`src/rtl/dl_pattern_player.sv`:
```
module dl_pattern_player #(
  parameter int W      = 48,
  parameter int TRIG_W = 32,
  parameter int LEN_W  = 8,
  parameter int DLY_W  = 8,
  parameter int SEL_W  = $clog2(TRIG_W),
  parameter logic [W-1:0] IDLE_INIT = {W{1'b1}},
  parameter logic [W-1:0] SYNC_INIT = 48'h0FF0000FFFFF,
  parameter logic [W-1:0] RST_INIT  = 48'hFFFFFFF00000,
  parameter int LEN_INIT  = 32,
  parameter int SSEL_INIT = 29,
  parameter int RSEL_INIT = 30
) (
  input  logic              clk,
  input  logic              rst_n,
  input  logic [TRIG_W-1:0] trig_word,
  input  logic              trig_valid,
  input  logic              run_en,
  input  logic [W-1:0]      cfg_idle,
  input  logic [W-1:0]      cfg_sync,
  input  logic [W-1:0]      cfg_rst,
  input  logic [LEN_W-1:0]  cfg_sync_len,
  input  logic [LEN_W-1:0]  cfg_rst_len,
  input  logic [DLY_W-1:0]  cfg_sync_dly,
  input  logic [SEL_W-1:0]  cfg_sync_sel,
  input  logic [SEL_W-1:0]  cfg_rst_sel,
  input  logic              cfg_sync_at_start,
  input  logic              cfg_wr,
  input  logic              man_rst,
  output logic [W-1:0]      dl_word,
  output logic              busy
);
  localparam int CNT_W = (LEN_W > DLY_W) ? LEN_W : DLY_W;
  localparam logic [1:0] ST_IDLE = 2'd0, ST_WAIT = 2'd1, ST_SYNC = 2'd2, ST_RST = 2'd3;

  typedef struct packed {
    logic [W-1:0]     idle;
    logic [W-1:0]     sync;
    logic [W-1:0]     rst;
    logic [LEN_W-1:0] slen;
    logic [LEN_W-1:0] rlen;
    logic [DLY_W-1:0] dly;
    logic [SEL_W-1:0] ssel;
    logic [SEL_W-1:0] rsel;
    logic             sstart;
  } cfg_t;

  localparam cfg_t CFG_INIT = '{idle: IDLE_INIT, sync: SYNC_INIT, rst: RST_INIT,
                                slen: LEN_W'(LEN_INIT), rlen: LEN_W'(LEN_INIT), dly: '0,
                                ssel: SEL_W'(SSEL_INIT), rsel: SEL_W'(RSEL_INIT), sstart: 1'b0};

  cfg_t             stg, act;
  logic [1:0]       state;
  logic [CNT_W-1:0] cnt;
  logic             rst_pend, sync_pend;
  logic             s_lvl, r_lvl, run_q;

  function automatic logic [CNT_W-1:0] len_m1(input logic [LEN_W-1:0] l);
    return (l == '0) ? '0 : CNT_W'(l - 1'b1);
  endfunction

  wire s_bit    = trig_word[act.ssel];
  wire r_bit    = trig_word[act.rsel];
  wire sync_req = (trig_valid & s_bit & ~s_lvl) | (act.sstart & run_en & ~run_q);
  wire rst_req  = (trig_valid & r_bit & ~r_lvl) | man_rst;
  wire sync_act = sync_pend | (state == ST_WAIT) | (state == ST_SYNC);
  wire rst_act  = rst_pend | (state == ST_RST);

  assign busy    = rst_pend | sync_pend | (state != ST_IDLE);
  assign dl_word = (state == ST_SYNC) ? act.sync :
                   (state == ST_RST)  ? act.rst  : act.idle;

  always_ff @(posedge clk) begin
    if (!rst_n) begin
      stg <= CFG_INIT;
      act <= CFG_INIT;
    end else begin
      if (!busy)
        act <= stg;
      if (cfg_wr)
        stg <= '{idle: cfg_idle, sync: cfg_sync, rst: cfg_rst, slen: cfg_sync_len,
                 rlen: cfg_rst_len, dly: cfg_sync_dly, ssel: cfg_sync_sel,
                 rsel: cfg_rst_sel, sstart: cfg_sync_at_start};
    end
  end

  always_ff @(posedge clk) begin
    if (!rst_n) begin
      s_lvl <= 1'b0;
      r_lvl <= 1'b0;
      run_q <= 1'b0;
    end else begin
      run_q <= run_en;
      if (trig_valid) begin
        s_lvl <= s_bit;
        r_lvl <= r_bit;
      end
    end
  end

  always_ff @(posedge clk) begin
    if (!rst_n) begin
      state     <= ST_IDLE;
      cnt       <= '0;
      rst_pend  <= 1'b0;
      sync_pend <= 1'b0;
    end else begin
      if (rst_req && !rst_act)
        rst_pend <= 1'b1;
      if (sync_req && !sync_act)
        sync_pend <= 1'b1;
      case (state)
        ST_IDLE: begin
          if (rst_pend) begin
            rst_pend <= 1'b0;
            state    <= ST_RST;
            cnt      <= len_m1(act.rlen);
          end else if (sync_pend) begin
            sync_pend <= 1'b0;
            if (act.dly == '0) begin
              state <= ST_SYNC;
              cnt   <= len_m1(act.slen);
            end else begin
              state <= ST_WAIT;
              cnt   <= CNT_W'(act.dly - 1'b1);
            end
          end
        end
        ST_WAIT: begin
          if (cnt == '0) begin
            state <= ST_SYNC;
            cnt   <= len_m1(act.slen);
          end else begin
            cnt <= cnt - 1'b1;
          end
        end
        default: begin
          if (cnt == '0)
            state <= ST_IDLE;
          else
            cnt <= cnt - 1'b1;
        end
      endcase
    end
  end
endmodule

```
`config.mk`:
```
export PLATFORM = sky130hd
export DESIGN_NAME = dl_pattern_player
export DESIGN_NICKNAME = d
export VERILOG_FILES = /design/src/rtl/dl_pattern_player.sv
export SDC_FILE = /design/constraint.sdc
export NUM_CORES = 1
export LEC_CHECK = 0
export ABC_AREA = 1
export BUFFER_PORTS_ARGS = -buffer_cell sky130_fd_sc_hd__buf_4
export CAP_MARGIN = 5
export CORE_ASPECT_RATIO = 0.8
export CORE_MARGIN = 1
export CORE_UTILIZATION = 55
export CTS_CLUSTER_SIZE = 10
export DETAILED_ROUTE_END_ITERATION = 7
export PLACE_DENSITY_LB_ADDON = 0.2
export SYNTH_ARGS = -nofsm -noshare
export SYNTH_HDL_FRONTEND = slang
export SYNTH_SLANG_ARGS = --single-unit
```
`constraint.sdc`:
```
create_clock -name clk -period 3.5 [get_ports clk]
set_clock_uncertainty 0.05 [all_clocks]
set_input_delay 0.525 -clock clk [delete_from_list [all_inputs] [get_ports clk]]
set_output_delay 0.525 -clock clk [all_outputs]
set_load 0.03 [all_outputs]
```
# ---- Word-level counts from Yosys, hierarchy flattened
# Index checks and enable logic that the tools add are counted.
dict set report word_totals {
  reg_bits 373
  in_bits 217
}
dict set report classes {
  n_reduce_logical 13
  magnitude_cmp 2
  muxes 27
  n_addsub 4
  bitwise 16
  eq_ne 6
}
# op count
set ops {}
lappend ops {{48-bit 2-to-1 mux} 2}
lappend ops {{8-bit 2-to-1 mux} 7}
lappend ops {{8-bit logical NOT} 4}
lappend ops {{8-bit by 1-bit subtractor with 8-bit output (second input constant)} 4}
lappend ops {{8-bit case mux with 2 select lines} 1}
lappend ops {{5-bit by 6-bit less-than comparator with 1-bit output (second input constant)} 2}
lappend ops {{1-bit binary-select mux with 5-bit select} 2}
lappend ops {{2-bit 2-to-1 mux} 5}
lappend ops {{1-bit 2-to-1 mux} 9}
lappend ops {{1-bit OR} 7}
lappend ops {{1-bit bitwise AND} 6}
lappend ops {{2-bit == test (second input constant)} 2}
lappend ops {{2-bit case mux with 2 select lines} 1}
lappend ops {{2-bit nonzero test} 2}
lappend ops {{3-bit by 2-bit != test with 1-bit output (second input constant)} 1}
lappend ops {{3-bit != test (second input constant)} 1}
lappend ops {{1-bit inverter} 3}
lappend ops {{3-bit AND reduction} 1}
lappend ops {{2-bit by 1-bit == test with 1-bit output (second input constant)} 1}
lappend ops {{1-bit logical AND} 2}
lappend ops {{1-bit logical NOT} 2}
lappend ops {{2-bit logical NOT} 1}
lappend ops {{2-bit by 1-bit != test with 1-bit output (second input constant)} 1}
lappend ops {{2-bit AND reduction} 1}

# ---- Logic depth before layout (Yosys ltp)
# Gate-level depths: netlist of run 1.
dict set report logic_depth {
  ltp_word 10
  ltp_mapped 13
  depth_no_buf 12
}

# ---- Least setup slack after synthesis of run 1
# OpenSTA, ideal clock, no wires.
dict set report synth_timing {
  path_type {register -> output}
  from {register state[1]}
  to {output port dl_word[37]}
  slack_ns 1.547
  t_required_ns 2.925
  t_arrival_ns 1.378
  path_buffers 2
  path_stages_with_launch 7
  path_cell_list {dfxtp_1 nand2_1 inv_1 buf_2 buf_1 nand2_1 nand3_1}
}
dict set report synth_between {
  elab_chain_len 3
  elab_cells_between_ends 4
  cone_classes {2 x eq/ne; 2 x mux}
}
# element line
set synth_rtl {}
lappend synth_rtl {{from (decl)} 53} ;# logic [1:0] state;
lappend synth_rtl {{from (signal assigned)} 103} ;# state <= ST_IDLE;
lappend synth_rtl {{from (signal assigned)} 116} ;# state <= ST_RST;
lappend synth_rtl {{from (signal assigned)} 121} ;# state <= ST_SYNC;
lappend synth_rtl {{2-bit == test} 71} ;# (state == ST_RST) ? act.rst : act.idle;
lappend synth_rtl {{48-bit 2-to-1 mux} 71}
lappend synth_rtl {{48-bit 2-to-1 mux *} 70} ;# assign dl_word = (state == ST_SYNC) ? act.sync :
lappend synth_rtl {{to (decl)} 30} ;# output logic [W-1:0] dl_word,
# Mark *: on every way between the ends. The rest lies on a longest branch, timed or not.

# ---- Final worst setup path of run 1
dict set report layout_timing {
  from {register state[0]}
  to {output port dl_word[14]}
}
# Same word-level chain as after synthesis.

==> flow_metrics.env, run 1 <==
export IMPL_rows=54
export IMPL_io_pins=266
export IMPL_synth_net_count=2368
export IMPL_synth_xor_area_share_pct=0.689
export IMPL_pwr_share_seq_pct=36.0
export IMPL_cp_cell_sequence="nand2_1, inv_2, nand2_1, nand3_1, buf_4"
export IMPL_drv_cap=0
export IMPL_routed_wl_um=42200
export IMPL_slowest_stage="inv_2"
export IMPL_sw_frac_of_total_pct=40.8
export IMPL_vias=14584
export IMPL_cts_buffer_depth=3
export IMPL_grt_util_all_layers_pct=28.7
export IMPL_final_nets=2551
export IMPL_clk_pin_slew_ps=60
export IMPL_period_share_pct=84.6
export IMPL_core_area_um2=27200
export IMPL_crit_fanout=49
export IMPL_ys_seq_area_share_pct=49.0
export IMPL_endpoint="dl_word[14]"
export IMPL_fin_crit_ps=2960
export IMPL_drt_first_iter_violations=1220
export IMPL_cts_root_buf="clkbuf_16"
export IMPL_yosysWarnings=0
export IMPL_cp_required_ps=2920
export IMPL_max_slew_margin_pct=31.9
export IMPL_postCtsHoldBufs=0
export IMPL_path_common_cell="nand2_1"
export IMPL_synth_top_family_by_area="simple AND/OR/NAND/NOR gates"
export IMPL_clock_latency_ps=540
export IMPL_dieArea_um2=28400
export IMPL_chipWidth_um=188
export IMPL_clkPwrFrac_pct=23.7
export IMPL_finalSetupViolCount=0
export IMPL_post_route_util_pct=67.6
export IMPL_synth_cells=2143
export IMPL_synth_area_per_cell_um2=7.11
export IMPL_leakagePower_uw=0.00882
export IMPL_hold_depth=3
export IMPL_r2r_end="cnt[6]"
export IMPL_viasPerCell=5.41
export IMPL_endpoint_kind="primary output"
export IMPL_cts_made_buffers=43
export IMPL_tightest_slew_ps=1020
export IMPL_rrSetupSlack_ps=1160
export IMPL_reg2reg_from="state[1]"
export IMPL_p_per_area_nw_per_um2=876
export IMPL_status="finished clean"
export IMPL_synth_area_mux_share_pct=0
export IMPL_drc=0
export IMPL_dpl_instance_area_um2=17200
export IMPL_area_delta_synth_final_pct=20.7
export IMPL_grt_overflow=0
export IMPL_synthAdderAreaFrac_pct=0.657
export IMPL_finalHoldViolCount=0
export IMPL_crit_start="state[0]"
export IMPL_cpPeakStageDelay_ps=740
export IMPL_yosysUniqueCellTypes=36
export IMPL_firstDrtPassIters=5
export IMPL_gp_congestion=0.920
export IMPL_ys_ff_latch=373
export IMPL_rsz0062_at_grt="false"
export IMPL_synth_area_top_cells="dfxtp_1, nand2_1, nand3_1"
export IMPL_start_util_pct=56.0
export IMPL_power_frac_comb_pct=40.3
export IMPL_hp_class="in -> reg"
export IMPL_criticalPathCategory="reg -> out"
export IMPL_hpwl_um=27400
export IMPL_internal_power_uw=9530
export IMPL_synth_simple_area_share_pct=36.1
export IMPL_max_freq_mhz=338
export IMPL_grt_pass1_vias=13264
export IMPL_final_max_slew_viol_count=0
export IMPL_wire_per_inst_um=15.6
export IMPL_grt_pass1_wl_um=66200
export IMPL_antenna_found_initial=3
export IMPL_vdd_drop_max_mv=0.789
export IMPL_syn_area_um2=15200
export IMPL_reg2regPathDepth=7
export IMPL_cp_arrival_ps=2390
export IMPL_drive_above_1_share_pct=15.4
export IMPL_fin_area_um2=18400
export IMPL_cts_sinks=373
export IMPL_port_buffers=265
export IMPL_tns_ps=0
export IMPL_die_h_um=151
export IMPL_synth_top_area_share_pct=49.0
export IMPL_power_switching_uw=6580
export IMPL_crit_path_start_kind="flip-flop"
export IMPL_synth_compound_area_share_pct=7.57
export IMPL_cts_tree="yes"
export IMPL_cts_htree_levels=2
export IMPL_cts_repair_resized=0
export IMPL_post_cts_buffers=0
export IMPL_yosysTopAreaCell="dfxtp_1"
export IMPL_drtAntennaViolNets=0
export IMPL_grt_start_max_net_pins=180
-- power groups by stage --
stage          clock (uW)  combinational (uW)  sequential [uW]
6_report             3830                6490             5800
5_1_grt              4040                7250             5880
4_1_cts              3880                6490             5780
2_1_floorplan           0                4900             5600
3_5_place_dp            0                6450             5860
3_3_place_gp            0                6320             5860
-- cell usage in the layout (no fill, tap or decap), types with 2 or more instances in the layout --
cell type and count:
nor3_1 6, o21ai_1 3, nand4_1 5, nor3_2 3
inv_6 3, nand2_1 720, nand4_2 2, inv_2 12
clkbuf_1 2, nor2_4 3, xnor2_1 2, clkbuf_16 43
buf_4 273, diode_2 4, o211ai_1 13, buf_12 6
o21ai_0 155, ha_1 8, inv_1 49, nor2_1 235
a21oi_1 41, nand3_1 341, inv_4 2, xor2_1 10
dfxtp_1 373, a31oi_1 3, nand2_2 3
-- synth_stat cells (all sizes together) --
master	n
inv	65
nand2	724
o21ai	159
xnor2	2
a21oi	41
o221a	1
o31ai	1
nand3	341
nor4	1
nor2	239
ha	8
a31oi	3
xor2	10
o22ai	1
clkbuf	88
o211ai	13
a211oi	1
dfxtp	373
nand3b	1
buf	55
nand4	7
nor3	9
-- logic make-up (layout without fill, tap and decap cells) --
logic type      count (synthesis)  in the layout
compound gates                220            220
xor+xnor                       12             12
fa+ha+maj                       8              8
buf+inv                       208            395
flops                         373            373
other cells                     0              4
simple gates                 1322           1322
-- registers in the layout, indices dropped and copies added (netlist names) --
signal,count
sync_pend,1
s_lvl,1
rst_pend,1
r_lvl,1
stg,179
run_q,1
cnt,8
state,2
act,179
-- how the worst min path moves through the flow --
| stage | startpoint | endpoint | slack (ps) |
|---|---|---|---|
| after floorplan | act[100] | act[100] | 380 |
| after global routing | run_en | run_q | 140 |
| after detailed placement | stg[178] | stg[178] | 390 |
| after global placement | act[92] | act[92] | 390 |
| after CTS | cfg_idle[20] | stg[151] | 130 |
| final | cfg_rst[38] | stg[73] | 140 |
-- critical path: cells and delay by family, from the launching register on --
kind                   cells  cell delay (ps)
buffers and inverters      2              920
flip-flops                 1              490
AND/OR/NAND/NOR            3              440
-- layer usage --
metal / share of wire (%) / vias to the layer above / track usage (%)
met5: 0.019 / - / 0
met4: 2.4 / 2 / 9.43
met3: 8.9 / 68 / 6.90
met2: 44 / 540 / 45.6
met1: 45 / 6728 / 38.5
li1: - / 7246 / -
-- final cells by class --
cell class | count | area, um2
diodes | 4 | 10.0
clock buffers | 45 | 1080
clock inverters | 4 | 62.6
fillers | 2368 | 8830
inverters | 65 | 259
multi-input cells | 1562 | 6860
flip-flops and latches | 373 | 7470
well taps | 364 | 455
repair buffers | 281 | 2200
-- stage by stage --
| step | power [uW] | worst slack (ps) | std cells | hold slack [ps] |
|---|---|---|---|---|
| floorplan | 10500 | 1550 | 2143 | 379 |
| global placement | 12200 | 1230 | 2645 | 387 |
| detailed placement | 12300 | 1130 | 2645 | 393 |
| CTS | 16200 | 541 | 2694 | 132 |
| global route | 17200 | 404 | 2694 | 140 |
| finish | 16100 | 540 | 2698 | 141 |
No activity file was read; power rests on OpenSTA's default activity.
==> run 2: changes to the inputs <==
--- a/config.mk
+++ b/config.mk
@@ -5,7 +5,7 @@
 export SDC_FILE = /design/constraint.sdc
 export NUM_CORES = 1
 export LEC_CHECK = 0
-export ABC_AREA = 1
+export ABC_AREA = 0
 export BUFFER_PORTS_ARGS = -buffer_cell sky130_fd_sc_hd__buf_4
 export CAP_MARGIN = 5
 export CORE_ASPECT_RATIO = 0.8
==> constraint.sdc (replaced) <==
create_clock -name clk -period 2.9 [get_ports clk]
set_clock_uncertainty 0.05 [all_clocks]
set_input_delay 0.435 -clock clk [delete_from_list [all_inputs] [get_ports clk]]
set_output_delay 0.435 -clock clk [all_outputs]
set_load 0.03 [all_outputs]
==> run 2 against run 1 <==
Count of clock-buffer cells in the layout is 3 higher. Total power is 23% higher. Die area is 1.8% higher. Register-to-register slack worse by 530 ps. Core utilization is 1.1 points higher. Hold slack worse by 86 ps. Sequential share of layout area is 1.0 points lower. Synthesized cell count is 15% lower. Setup slack worse by 310 ps.
==> flow_metrics.env, run 2 <==
export IMPL_viasPerCell=5.52
export IMPL_max_freq_mhz=375
export IMPL_postCtsHoldBufs=0
export IMPL_yosysUniqueCellTypes=58
export IMPL_fin_area_um2=18900
export IMPL_antenna_found_initial=1
export IMPL_tightest_slew_ps=797
export IMPL_leakagePower_uw=0.00864
export IMPL_drt_first_iter_violations=876
export IMPL_synth_compound_area_share_pct=7.63
export IMPL_grt_util_all_layers_pct=27.8
export IMPL_firstDrtPassIters=5
export IMPL_rrSetupSlack_ps=630
export IMPL_ys_flop_type="dfxtp_1"
export IMPL_synth_net_count=2046
export IMPL_diodes=0
export IMPL_synthAdderAreaFrac_pct=0.645
export IMPL_async_flop_share_pct=0
export IMPL_drv_cap=0
export IMPL_core_area_um2=27500
export IMPL_synth_area_per_cell_um2=8.52
export IMPL_p_per_area_nw_per_um2=1050
export IMPL_synth_common_cells="nand2_1, dfxtp_1, mux2i_1"
export IMPL_status="finished clean"
export IMPL_clk_pin_slew_ps=60
export IMPL_cp_cell_sequence="buf_12, mux2i_1, a21oi_1, buf_4"
export IMPL_clock_latency_ps=540
export IMPL_synth_top_family_by_area="simple AND/OR/NAND/NOR gates"
export IMPL_slowest_stage="mux2i_1"
export IMPL_grt_overflow=0
export IMPL_drtAntennaViolNets=0
export IMPL_cts_repair_resized=0
export IMPL_cts_made_buffers=43
export IMPL_period_share_pct=92.0
export IMPL_vias=13198
export IMPL_chipWidth_um=190
export IMPL_area_delta_synth_final_pct=21.7
export IMPL_cpPeakStageDelay_ps=540
export IMPL_cts_sinks=373
export IMPL_criticalPathCategory="reg -> out"
export IMPL_grt_pass1_vias=12406
export IMPL_cts_tree="yes"
export IMPL_crit_path_start_kind="flip-flop"
export IMPL_rsz0062_at_grt="false"
export IMPL_ys_seq_area_share_pct=48.1
export IMPL_crit_start="state[0]"
export IMPL_largest_registers="act: 179 flops, stg: 179 flops, cnt: 8 flops"
export IMPL_final_nets=2249
export IMPL_hp_class="in -> reg"
export IMPL_synth_simple_area_share_pct=22.0
export IMPL_crit_fanout=63
export IMPL_endpoint_kind="primary output"
export IMPL_cts_root_buf="clkbuf_16"
export IMPL_synth_xor_area_share_pct=0.452
export IMPL_grt_start_max_net_pins=158
export IMPL_grt_pass1_wl_um=65100
export IMPL_final_cell_mix="nand2_1, dfxtp_1, buf_4"
export IMPL_cts_buffer_depth=3
export IMPL_routed_wl_um=40600
export IMPL_reg2reg_from="act[19]"
export IMPL_synth_cells=1821
export IMPL_yosysTopAreaCell="dfxtp_1"
export IMPL_yosysWarnings=0
export IMPL_port_buffers=265
export IMPL_hpwl_um=27200
export IMPL_drive_above_1_share_pct=17.7
export IMPL_dpl_instance_area_um2=17700
export IMPL_rows=54
export IMPL_vdd_drop_max_mv=0.941
export IMPL_fin_crit_ps=2670
export IMPL_drc=0
export IMPL_syn_area_um2=15500
export IMPL_mostFrequentLayoutCell="nand2_1"
export IMPL_wire_per_inst_um=17.0
export IMPL_synth_area_top_cells="dfxtp_1, mux2i_1, nand2_1"
export IMPL_synth_top_area_share_pct=48.1
export IMPL_post_cts_buffers=0
export IMPL_gp_congestion=0.907
export IMPL_finalHoldViolCount=0
export IMPL_die_h_um=152
export IMPL_finalSetupViolCount=0
export IMPL_synth_edf_count=0
export IMPL_max_slew_margin_pct=46.1
export IMPL_start_util_pct=56.4
export IMPL_holdWs_ps=54.1
export IMPL_tns_ps=0
export IMPL_io_pins=266
export IMPL_final_max_slew_viol_count=0
export IMPL_dieArea_um2=28900
export IMPL_yosysMostFrequentCell="nand2_1"
export IMPL_cp_arrival_ps=2180
export IMPL_min_from="cfg_idle[33]"
export IMPL_cts_htree_levels=2
export IMPL_synth_area_mux_share_pct=17.1
export IMPL_cp_required_ps=2410
export IMPL_ys_ff_latch=373
==> run 2: where the power goes <==
| group | internal, uW | switching [uW] | leakage (uW) | total, uW |
|---|---|---|---|---|
| logic | 3050 | 5450 | 0.00499 | 8500 |
| clock network | 2710 | 1960 | 0.000568 | 4670 |
| registers | 6040 | 614 | 0.00308 | 6650 |
==> run 2: kinds of logic after synthesis <==
| kind of cell | count (synthesis) |
|---|---|
| XOR/XNOR | 8 |
| buffers and inverters | 151 |
| AND/OR/NAND/NOR | 817 |
| multiplexers | 259 |
| adder cells (fa/ha/maj) | 8 |
| AO/OA/AOI/OAI | 205 |
| flip-flops | 373 |
==> run 2: path summary, 6_finish.rpt <==
| kind | to | cells past startpoint |
|---|---|---|
| worst min register to register | act[106] | 2 |
| worst max-delay path | dl_word[32] | 4 |
| worst min-delay path | stg[164] | 3 |
| worst max register to register | cnt[2] | 7 |
==> run 2: layout make-up <==
class,instances,area [um2]
fill,2213,8610
multi-input combinational,1297,7430
timing repair buffer,292,2300
clock buffer,48,1120
tap,364,455
sequential,373,7470
clock inverter,2,28.8
inverter,17,71.3
==> run 2: metal layers <==
| metal | track usage, % | wire [um] | up-vias |
|---|---|---|---|
| met2 | 42.1 | 17600 | 389 |
| met5 | 0 | 17 | - |
| li1 | - | - | 6524 |
| met4 | 7.14 | 796 | 2 |
| met3 | 6.13 | 2920 | 64 |
| met1 | 40.0 | 19300 | 6219 |
==> run 2: worst max-delay path, delay by kind of cell, from the launching register on <==
| family | cells | cell delay [ps] |
|---|---|---|
| flip-flops | 1 | 350 |
| multiplexers | 1 | 540 |
| buffers and inverters | 2 | 580 |
| AO/OA/AOI/OAI | 1 | 140 |
==> run 2: metrics by stage <==
step	power [uW]	std cells	setup slack (ps)	utilization, %
after floorplan	12700	1821	613	-
after global placement	15000	2343	730	64.5
after detailed placement	15100	2343	694	64.5
after CTS	19800	2393	283	68.7
after global routing	21100	2393	152	68.7
final	19800	2393	231	68.7
==> run 3: changes to the inputs <==
--- a/config.mk
+++ b/config.mk
@@ -10,7 +10,7 @@
 export CAP_MARGIN = 5
 export CORE_ASPECT_RATIO = 0.8
 export CORE_MARGIN = 1
-export CORE_UTILIZATION = 55
+export CORE_UTILIZATION = 56
 export CTS_CLUSTER_SIZE = 10
 export DETAILED_ROUTE_END_ITERATION = 7
 export PLACE_DENSITY_LB_ADDON = 0.2
==> run 3 against run 2 <==
Count of clock-buffer cells in the layout decreased by 2. Routed wire length decreased by 2.2%. Maximum frequency decreased by 0.72%. Core utilization increased by 0.55 points. Via count decreased by 0.64%. Total power decreased by 0.58%. Sequential power about the same. Sequential cell count unchanged. Critical path depth unchanged. Final area decreased by 0.19%.
==> flow_metrics.env, run 3 (synthesized netlist as in run 2, its figures left out) <==
export IMPL_period_share_pct=92.7
export IMPL_cts_repair_resized=0
export IMPL_hpwl_um=26200
export IMPL_cts_buffer_depth=3
export IMPL_rsz0062_at_grt="false"
export IMPL_finalHoldViolCount=0
export IMPL_cts_htree_levels=2
export IMPL_endpoint_kind="primary output"
export IMPL_grt_pass1_wl_um=62700
export IMPL_criticalPathCategory="reg -> out"
export IMPL_power_switching_uw=7940
export IMPL_wire_per_inst_um=16.6
export IMPL_vdd_drop_max_mv=0.989
export IMPL_area_delta_synth_final_pct=21.5
export IMPL_max_slew_margin_pct=51.2
export IMPL_final_max_slew_viol_count=0
export IMPL_dp_cells=2335
export IMPL_sw_frac_of_total_pct=40.3
export IMPL_fin_area_um2=18900
export IMPL_mostFrequentLayoutCell="nand2_1"
export IMPL_grt_util_all_layers_pct=27.2
export IMPL_clock_latency_ps=530
export IMPL_fill_cells=2289
export IMPL_internal_power_uw=11800
export IMPL_fin_cells=2387
export IMPL_drive_above_1_share_pct=17.3
export IMPL_grt_start_max_net_pins=117
export IMPL_ff_latch_area_um2=7470
export IMPL_drv_cap=0
export IMPL_multiInputGateArea_um2=7430
export IMPL_clkPwrFrac_pct=23.6
export IMPL_gp_congestion=0.859
export IMPL_cts_tree="yes"
export IMPL_grt_overflow=0
export IMPL_final_nets=2241
export IMPL_pwr_share_seq_pct=33.8
export IMPL_postCtsHoldBufs=0
export IMPL_drc=0
export IMPL_dieArea_um2=28400
export IMPL_firstDrtPassIters=5
export IMPL_cts_root_buf="clkbuf_16"
export IMPL_grt_pass1_vias=11961
export IMPL_status="finished clean"
export IMPL_cts_made_buffers=43
export IMPL_p_per_area_nw_per_um2=1050
export IMPL_antenna_found_initial=5
export IMPL_viasPerCell=5.49
export IMPL_die_h_um=151
export IMPL_start_util_pct=57.0
export IMPL_setup_ws_ps=212
export IMPL_reg2regPathDepth=8
export IMPL_tightest_slew_ps=721
export IMPL_largest_registers="act: 179 flops, stg: 179 flops, cnt: 8 flops"
export IMPL_final_cell_mix="nand2_1, dfxtp_1, buf_4"
export IMPL_port_buffers=265
export IMPL_cts_sinks=373
export IMPL_io_pins=266
export IMPL_vias=13113
export IMPL_dpl_instance_area_um2=17700
export IMPL_hp_class="in -> reg"
export IMPL_fin_crit_ps=2690
export IMPL_place_ws_ps=687
export IMPL_rows=54
export IMPL_power_frac_comb_pct=42.6
export IMPL_cp_required_ps=2410
export IMPL_drt_first_iter_violations=961
export IMPL_clk_pin_slew_ps=50
export IMPL_core_area_um2=27200
export IMPL_max_freq_mhz=372
export IMPL_crit_fanout=63
export IMPL_crit_path_start_kind="flip-flop"
export IMPL_leakagePower_uw=0.00861
export IMPL_cp_arrival_ps=2200
export IMPL_routed_wl_um=39700
export IMPL_chipWidth_um=188
export IMPL_tns_ps=0
export IMPL_drtAntennaViolNets=0
export IMPL_finalSetupViolCount=0
export IMPL_hold_depth=3
export IMPL_post_cts_buffers=0
## run 3: cell types whose count changed in the layout (fill, tap and decap cells not counted)
cell,before,now
buf_4,282,272
clkbuf_8,3,0
diode_2,0,3
buf_12,8,10
bufinv_16,0,1
clkbuf_1,2,3
## run 3: cell type report
type	count	share of cell area, %
flip-flops and latches	373	39.6
inverters	17	0.378
diodes	3	0.0398
repair buffers	284	12.0
multi-input cells	1297	39.4
clock inverters	3	0.312
clock buffers	46	5.77
well taps	364	2.42
## run 3: power groups by stage
stage / registers, uW / logic, uW / clock network, uW
6_report: 6670 / 8390 / 4650
5_1_grt: 6780 / 9240 / 4960
4_1_cts: 6660 / 8380 / 4740
3_5_place_dp: 6760 / 8300 / 0
3_3_place_gp: 6730 / 8240 / 0
2_1_floorplan: 6500 / 6160 / 0
## run 3: worst paths after layout
path                    to  slack, ps    startpoint
setup / recovery      busy        210      state[1]
hold / removal    stg[167]         60  cfg_idle[36]
setup reg to reg    cnt[5]        610        cnt[0]
hold reg to reg    act[21]        400       stg[21]
## run 3: metal layers
metal	global-route usage (%)	wire (um)	part of all wire [%]	vias up
li1	-	-	-	6499
met1	39.2	18800	47	6129
met2	40.4	16800	42	414
met3	6.67	3220	8.1	69
met4	7.52	888	2.2	2
met5	0	10	0.025	-
## run 3: metrics by stage
stage	util, %	hold WS (ps)	total power, uW
6_report	69.2	59.6	19700
5_1_grt	69.2	61.4	21000
4_1_cts	69.2	51.0	19800
3_5_place_dp	65.0	395	15100
3_3_place_gp	65.0	388	15000
2_1_floorplan	-	381	12700
## run 3: worst max-delay path: stages, from the launching register on
cell	delay, ps
dfxtp_4	350
or2_1	360
nor3_4	390
inv_6	290
buf_4	260
